==> src/rtl/stats_dump_pkg.sv <==
package stats_dump_pkg;

    typedef enum logic [1:0] {
        ST_IDLE   = 2'd0,
        ST_FILL   = 2'd1,
        ST_SIGN   = 2'd2,
        ST_FINISH = 2'd3
    } dump_state_t;

    localparam int unsigned NUM_CNT = 4;

    localparam logic [15:0] SIGN_PLAIN = 16'hA005;
    localparam logic [15:0] SIGN_CLEAR = 16'hA007;

    // Byte offset of each counter inside the statistics area.
    function automatic int unsigned cnt_byte_offset(input int unsigned idx);
        case (idx)
            0:       return 0;
            1:       return 36;
            2:       return 48;
            default: return 60;
        endcase
    endfunction

endpackage

==> src/rtl/stats_cnt_bank.sv <==
module stats_cnt_bank #(
    parameter int unsigned N     = 4,
    parameter int unsigned CNT_W = 32
) (
    input  logic                      clk,
    input  logic                      rst_n,
    input  logic [N-1:0]              inc,
    input  logic                      take,
    input  logic                      clr,
    output logic [N-1:0][CNT_W-1:0]   snap_val
);

    localparam logic [CNT_W-1:0] CNT_MAX = '1;

    logic [N-1:0][CNT_W-1:0] cnt_q;

    for (genvar g = 0; g < N; g++) begin : g_cnt
        // Live counter: clear has priority, the increment of the same cycle survives it.
        always_ff @(posedge clk) begin
            if (!rst_n) begin
                cnt_q[g] <= '0;
            end else if (clr) begin
                cnt_q[g] <= inc[g] ? CNT_W'(1) : '0;
            end else if (inc[g] && (cnt_q[g] != CNT_MAX)) begin
                cnt_q[g] <= cnt_q[g] + CNT_W'(1);
            end
        end

        // Snapshot taken at command acceptance, stable for the whole dump.
        always_ff @(posedge clk) begin
            if (!rst_n) begin
                snap_val[g] <= '0;
            end else if (take) begin
                snap_val[g] <= cnt_q[g];
            end
        end
    end

endmodule

==> src/rtl/stats_dump_seq.sv <==
module stats_dump_seq
    import stats_dump_pkg::*;
#(
    parameter int unsigned SLOT_W    = 5,
    parameter int unsigned LAST_SLOT = 19
) (
    input  logic              clk,
    input  logic              rst_n,
    input  logic              start_plain,
    input  logic              start_clr,
    input  logic              wr_ready,
    output logic              idle,
    output logic              take,
    output logic              clr_cnt,
    output logic              mode_clr,
    output logic [SLOT_W-1:0] slot,
    output logic              sign_phase,
    output logic              wr_valid,
    output logic              dump_done
);

    dump_state_t state_q, state_d;
    logic        start_any;
    logic        last_slot;

    assign start_any = start_plain | start_clr;
    assign last_slot = (slot == SLOT_W'(LAST_SLOT));

    // State register
    always_ff @(posedge clk) begin
        if (!rst_n) begin
            state_q <= ST_IDLE;
        end else begin
            state_q <= state_d;
        end
    end

    // Next-state logic
    always_comb begin
        state_d = state_q;
        unique case (state_q)
            ST_IDLE:   if (start_any)             state_d = ST_FILL;
            ST_FILL:   if (wr_ready && last_slot) state_d = ST_SIGN;
            ST_SIGN:   if (wr_ready)              state_d = ST_FINISH;
            ST_FINISH:                            state_d = ST_IDLE;
            default:                              state_d = ST_IDLE;
        endcase
    end

    // Outputs
    always_comb begin
        idle       = 1'b0;
        wr_valid   = 1'b0;
        sign_phase = 1'b0;
        dump_done  = 1'b0;
        unique case (state_q)
            ST_IDLE:   idle = 1'b1;
            ST_FILL:   wr_valid = 1'b1;
            ST_SIGN: begin
                wr_valid   = 1'b1;
                sign_phase = 1'b1;
            end
            ST_FINISH: dump_done = 1'b1;
            default:   idle = 1'b1;
        endcase
    end

    assign take    = idle & start_any;
    assign clr_cnt = idle & start_clr;

    // Slot index and dump mode
    always_ff @(posedge clk) begin
        if (!rst_n) begin
            slot     <= '0;
            mode_clr <= 1'b0;
        end else if (take) begin
            slot     <= '0;
            mode_clr <= start_clr;
        end else if ((state_q == ST_FILL) && wr_ready && !last_slot) begin
            slot     <= slot + SLOT_W'(1);
        end
    end

endmodule

==> src/rtl/stats_slot_mux.sv <==
module stats_slot_mux
    import stats_dump_pkg::*;
#(
    parameter int unsigned N          = 4,
    parameter int unsigned CNT_W      = 32,
    parameter int unsigned SLOT_W     = 5,
    parameter int unsigned AREA_BYTES = 80
) (
    input  logic [SLOT_W-1:0]         slot,
    input  logic [N-1:0][CNT_W-1:0]   snap_val,
    input  logic                      sign_phase,
    input  logic                      mode_clr,
    output logic [31:0]               data
);

    logic [N-1:0] hit;

    for (genvar g = 0; g < N; g++) begin : g_hit
        if (cnt_byte_offset(g) < AREA_BYTES) begin : g_in
            assign hit[g] = (slot == SLOT_W'(cnt_byte_offset(g) / 4));
        end else begin : g_out
            assign hit[g] = 1'b0;
        end
    end

    always_comb begin
        data = '0;
        for (int i = 0; i < int'(N); i++) begin
            if (hit[i]) begin
                data = data | 32'(snap_val[i]);
            end
        end
        if (sign_phase) begin
            data = {16'h0000, (mode_clr ? SIGN_CLEAR : SIGN_PLAIN)};
        end
    end

endmodule

==> src/rtl/stats_dump_engine.sv <==
module stats_dump_engine
    import stats_dump_pkg::*;
#(
    parameter int unsigned ADDR_W     = 32,
    parameter int unsigned CNT_W      = 32,
    parameter int unsigned AREA_BYTES = 80
) (
    input  logic               clk,
    input  logic               rst_n,
    input  logic               load_addr,
    input  logic [ADDR_W-1:0]  load_value,
    input  logic               dump_req,
    input  logic               dump_clr_req,
    input  logic [3:0]         cnt_inc,
    output logic               wr_valid,
    input  logic               wr_ready,
    output logic [ADDR_W-1:0]  wr_addr,
    output logic [31:0]        wr_data,
    output logic               dump_done
);

    localparam int unsigned AREA_WORDS = AREA_BYTES / 4;
    localparam int unsigned LAST_SLOT  = AREA_WORDS - 1;
    localparam int unsigned SLOT_W     = (AREA_WORDS > 1) ? $clog2(AREA_WORDS) : 1;
    localparam logic [ADDR_W-1:0] ALIGN_MASK = ~ADDR_W'(3);

    logic                         idle;
    logic                         take;
    logic                         clr_cnt;
    logic                         mode_clr;
    logic [SLOT_W-1:0]            slot;
    logic                         sign_phase;
    logic [NUM_CNT-1:0][CNT_W-1:0] snap_val;
    logic [ADDR_W-1:0]            base_q;

    // Dump address: loads accepted only while idle, forced to dword alignment.
    always_ff @(posedge clk) begin
        if (!rst_n) begin
            base_q <= '0;
        end else if (load_addr && idle) begin
            base_q <= load_value & ALIGN_MASK;
        end
    end

    stats_cnt_bank #(
        .N     (NUM_CNT),
        .CNT_W (CNT_W)
    ) u_bank (
        .clk      (clk),
        .rst_n    (rst_n),
        .inc      (cnt_inc),
        .take     (take),
        .clr      (clr_cnt),
        .snap_val (snap_val)
    );

    stats_dump_seq #(
        .SLOT_W    (SLOT_W),
        .LAST_SLOT (LAST_SLOT)
    ) u_seq (
        .clk         (clk),
        .rst_n       (rst_n),
        .start_plain (dump_req),
        .start_clr   (dump_clr_req),
        .wr_ready    (wr_ready),
        .idle        (idle),
        .take        (take),
        .clr_cnt     (clr_cnt),
        .mode_clr    (mode_clr),
        .slot        (slot),
        .sign_phase  (sign_phase),
        .wr_valid    (wr_valid),
        .dump_done   (dump_done)
    );

    stats_slot_mux #(
        .N          (NUM_CNT),
        .CNT_W      (CNT_W),
        .SLOT_W     (SLOT_W),
        .AREA_BYTES (AREA_BYTES)
    ) u_mux (
        .slot       (slot),
        .snap_val   (snap_val),
        .sign_phase (sign_phase),
        .mode_clr   (mode_clr),
        .data       (wr_data)
    );

    assign wr_addr = sign_phase ? (base_q + ADDR_W'(AREA_BYTES))
                                : (base_q + ADDR_W'({slot, 2'b00}));

endmodule

==> config.mk <==
export PLATFORM = sky130hd
export DESIGN_NAME = stats_dump_engine
export DESIGN_NICKNAME = d
export VERILOG_FILES = /design/src/rtl/stats_dump_pkg.sv /design/src/rtl/stats_cnt_bank.sv /design/src/rtl/stats_dump_seq.sv /design/src/rtl/stats_slot_mux.sv /design/src/rtl/stats_dump_engine.sv
export SDC_FILE = /design/constraint.sdc
export NUM_CORES = 1
export LEC_CHECK = 0
export BUFFER_PORTS_ARGS = -buffer_cell sky130_fd_sc_hd__buf_2
export CAP_MARGIN = 20
export CORE_AREA = 2 2 179 146
export CTS_BUF_LIST = sky130_fd_sc_hd__clkbuf_4 sky130_fd_sc_hd__clkbuf_8 sky130_fd_sc_hd__clkbuf_16
export DETAILED_ROUTE_END_ITERATION = 10
export DIE_AREA = 0 0 181 148
export GPL_TIMING_DRIVEN = 0
export PLACE_DENSITY = 0.74
export SYNTH_ARGS = -nofsm -noshare
export SYNTH_HDL_FRONTEND = slang
export SYNTH_SLANG_ARGS = --single-unit
==> constraint.sdc <==
create_clock -name clk -period 2.4 [get_ports clk]
set_input_delay 0.12 -clock clk [delete_from_list [all_inputs] [get_ports clk]]
set_output_delay 0.12 -clock clk [all_outputs]
set_load 0.02 [all_outputs]
==> flow_summary.json <==
{
  "outcome": "complete, but fails checks",
  "violations": "setup timing",
  "grt_max_degree": 16,
  "count_of_final_setup_violators": 53,
  "route.detailed.drc": 0,
  "maxCapViolations": 0,
  "overall_global_routing_resource_usage_pct": 33.6,
  "flow.area_growth_from_synthesis_pct": 29.3,
  "finalWorstSetupSlack_ns": -0.381,
  "worst_ir_drop_vdd_mv": 0.585,
  "post_synth_inst_count": 1764,
  "rsz0062_at_grt": "true",
  "critical_path_class": "reg -> out",
  "synth_seq_cells": 294,
  "port_buffers": 100,
  "critPathTopFamily": "simple AND/OR/NAND/NOR gates",
  "crit_path_max_fanout": 8,
  "start_kind": "flip-flop",
  "timing.max_slew.rel_slack_pct": 40.0,
  "fillCellCount": 1920,
  "placement.cell_area_um2": 14700,
  "via_count": 14600,
  "tritoncts.num_buffers": 29,
  "critical_path_arrival_ns": 2.66,
  "synth_top_flop_cell": "dfxtp_1",
  "drive_gt1_share_pct": 21.2,
  "final_design_area_no_fill_um2": 17800,
  "cp.required_ns": 2.28,
  "power-per-cell-area_nw_per_um2": 741,
  "power_leakage_nw": 6.15,
  "detailed_route_vias_per_instance": 6.30,
  "distinct_cell_type_count_of_the_synthesized_netlist": 60,
  "route.detailed.wl_per_inst_um": 21.2,
  "num-nets-final": 2031,
  "max_freq_mhz": 360,
  "clock_transition_at_the_registers_of_the_reported_paths_ns": 0.07,
  "syn_std_cell_area_um2": 13800,
  "place.gp.congestion": 0.972,
  "tritoncts_clock_tree": "yes",
  "postRouteWirelength_um": 48900,
  "timing.final.max_slew_violations": 0,
  "syn_avg_cell_area_um2": 7.81,
  "crit_path_top_delay_cell": "nor3b_4",
  "via_count_of_the_first_global_routing_pass": 12900,
  "layout_commonest_cell": "nand2_1",
  "most-common-layout-cells": "407 x nand2_1, 271 x dfxtp_1, 247 x a21oi_1, 79 x buf_4, 65 x nor2_1",
  "ys_warn_count": 0,
  "p_total_w": 0.0132,
  "detailedRoute.firstPassIterationCount": 5,
  "dp_hpwl_um": 32700,
  "final_hold_viol_count": 0,
  "grt_antenna_before_repair": 0,
  "crit_path_cell_trace": "ha_4, fa_2, a211oi_2, o21bai_2, nor3b_4, nand2_1, xnor2_1, buf_2",
  "netlist_top_cells_area": "dfxtp_1 43%, nand2_1 11%, a21oi_1 9.7%",
  "postRouteAntennaNets": 0,
  "path_buf_inv": 1,
  "actual_transition_at_the_worst_max_transition_pin_ns": 0.899,
  "fp.dieH_um": 148,
  "synthDominantCellAreaShare_pct": 42.7,
  "residual_overflow_from_global_routing": 0,
  "synth_async_sr_flop_share_pct": 0,
  "synth_enable_flop_cells": 0,
  "holdCritPathClass": "in -> reg",
  "cts_root_buffer": "clkbuf_16",
  "dieArea_um2": 26800,
  "post-route-min-period_ns": 2.78,
  "start_util_pct": 55.2,
  "cts.path.max_buffers": 3,
  "critical-path-max-stage-delay_ns": 0.46,
  "yosysTopAreaCell": "dfxtp_1",
  "die-width_um": 181,
  "final.period_utilization_pct": 116,
  "grt_first_pass_wirelength_um": 71100,
  "cts-htree-levels": 1,
  "design.portCount": 108,
  "clock_skew_ns": 0.0202,
  "cp-end-kind": "output port",
  "row_count": 52,
  "ys_seq_area_share_pct": 42.7,
  "clk-insertion-delay-late_ns": 0.55,
  "core-area_um2": 25000,
  "drt_first_iter_violations": 1800,
  "antenna_cells_inserted": 0,
  "clock_sink_count": 294
}
## cells in the mapped netlist, drive strengths merged (4+ instances only)
cell and instances:
nor3 16, a21o 4, o31ai 13, a41o 6, nand3 58, clkbuf 94, a221oi 4, and3 19
nor4 18, or2 4, mux2i 9, nand4 50, and4 19, or4 23, and2 8, or3 58
xnor2 47, buf 17, o311ai 5, nor2 67, a211oi 13, ha 18, nand2 410, dfxtp 294
a31o 9, o211ai 12, inv 23, a31oi 16, o21ai 54, a21oi 268, xor2 12, a22oi 60
o41ai 4
## flip-flops by register name (all words and copies together) (netlist names)
signal / cells
u_seq.slot: 5
u_seq.mode_clr: 1
base_q: 30
u_bank.snap_val: 128
u_seq.state_q: 2
u_bank.cnt_q: 128
## layer usage
| metal | track usage (%) | up-vias | part of all wire [%] |
|---|---|---|---|
| li1 | - | 6743 | - |
| met1 | 47.9 | 6906 | 43 |
| met2 | 52.2 | 763 | 44 |
| met3 | 5.81 | 146 | 9.6 |
| met4 | 10.1 | 0 | 4.0 |
| met5 | 0 | - | 0 |
## through the flow
stage          util, %  setup slack, ns  instances  setup TNS [ns]  hold WS, ns
6_report          71.3           -0.381       2312           -7.12       0.0654
2_1_floorplan        -           0.0400       1765               0        0.256
4_1_cts           68.3           -0.210       2295           -2.55       0.0414
3_3_place_gp      58.8            -1.39       2189         -129.82        0.362
5_1_grt           71.3           -0.451       2312           -8.91       0.0905
3_5_place_dp      58.8            -1.34       2189         -136.18        0.368
## cell families (layout without fill, tap and decap cells)
group | Yosys count | after routing | synth area share, %
AND/OR/NAND/NOR | 765 | 765 | 26.5
other | 1 | 2 | 0.0272
multiplexers | 12 | 12 | 0.899
AO/OA/AOI/OAI | 480 | 480 | 20.6
flip-flops | 294 | 294 | 42.7
XOR/XNOR | 59 | 59 | 3.75
buffers and inverters | 134 | 357 | 3.79
adder cells (fa/ha/maj) | 19 | 19 | 1.78
## repair_timing
item | CTS | global route
cloned | 0 | 6
hold buffers | 34 | 0
setup buffers | 32 | 19
gates resized for setup | 218 | 151
setup endpoints to repair | 289 | 216
pin swaps | 44 | 63
endpoints found under the hold margin | 38 | 0
## power breakdown
group / leakage (nW) / internal (W) / switching (W)
clock network: 0.514 / 0.00306 / 0.00196
logic: 3.25 / 0.000911 / 0.00200
registers: 2.39 / 0.00504 / 0.000236
total: 6.15 / 0.00901 / 0.00420
## worst register-to-register path, delay by kind of cell, from the launching register on
| kind | cells | cell delay [ns] |
|---|---|---|
| buffers and inverters | 3 | 0.59 |
| DFF | 1 | 0.35 |
| adders and majority gates | 1 | 0.25 |
| AOI/OAI and AO/OA | 2 | 0.32 |
| and+or+nand+nor | 2 | 0.74 |
## cell type report
cell class,instances,area [µm²],area share [%]
Tap cell,324,405,2.28
Clock inverter,15,263,1.47
Buffer,103,598,3.36
Clock buffer,34,776,4.35
Multi-Input combinational cell,1337,8230,46.2
Inverter,23,88.8,0.499
Timing Repair Buffer,182,1530,8.56
Sequential cell,294,5930,33.3
## worst paths after layout
| check | startpoint | to | slack (ns) | depth (start not counted) |
|---|---|---|---|---|
| setup reg to reg | u_seq.state_q[0] | u_bank.cnt_q[4] | 0.03 | 8 |
| hold / removal | wr_ready | u_seq.state_q[0] | 0.07 | 5 |
| setup / recovery | u_seq.slot[0] | wr_addr[22] | -0.38 | 8 |
| hold reg to reg | u_bank.snap_val[51] | u_bank.snap_val[51] | 0.46 | 2 |
Note: power is estimated with default switching activity, not from simulation.
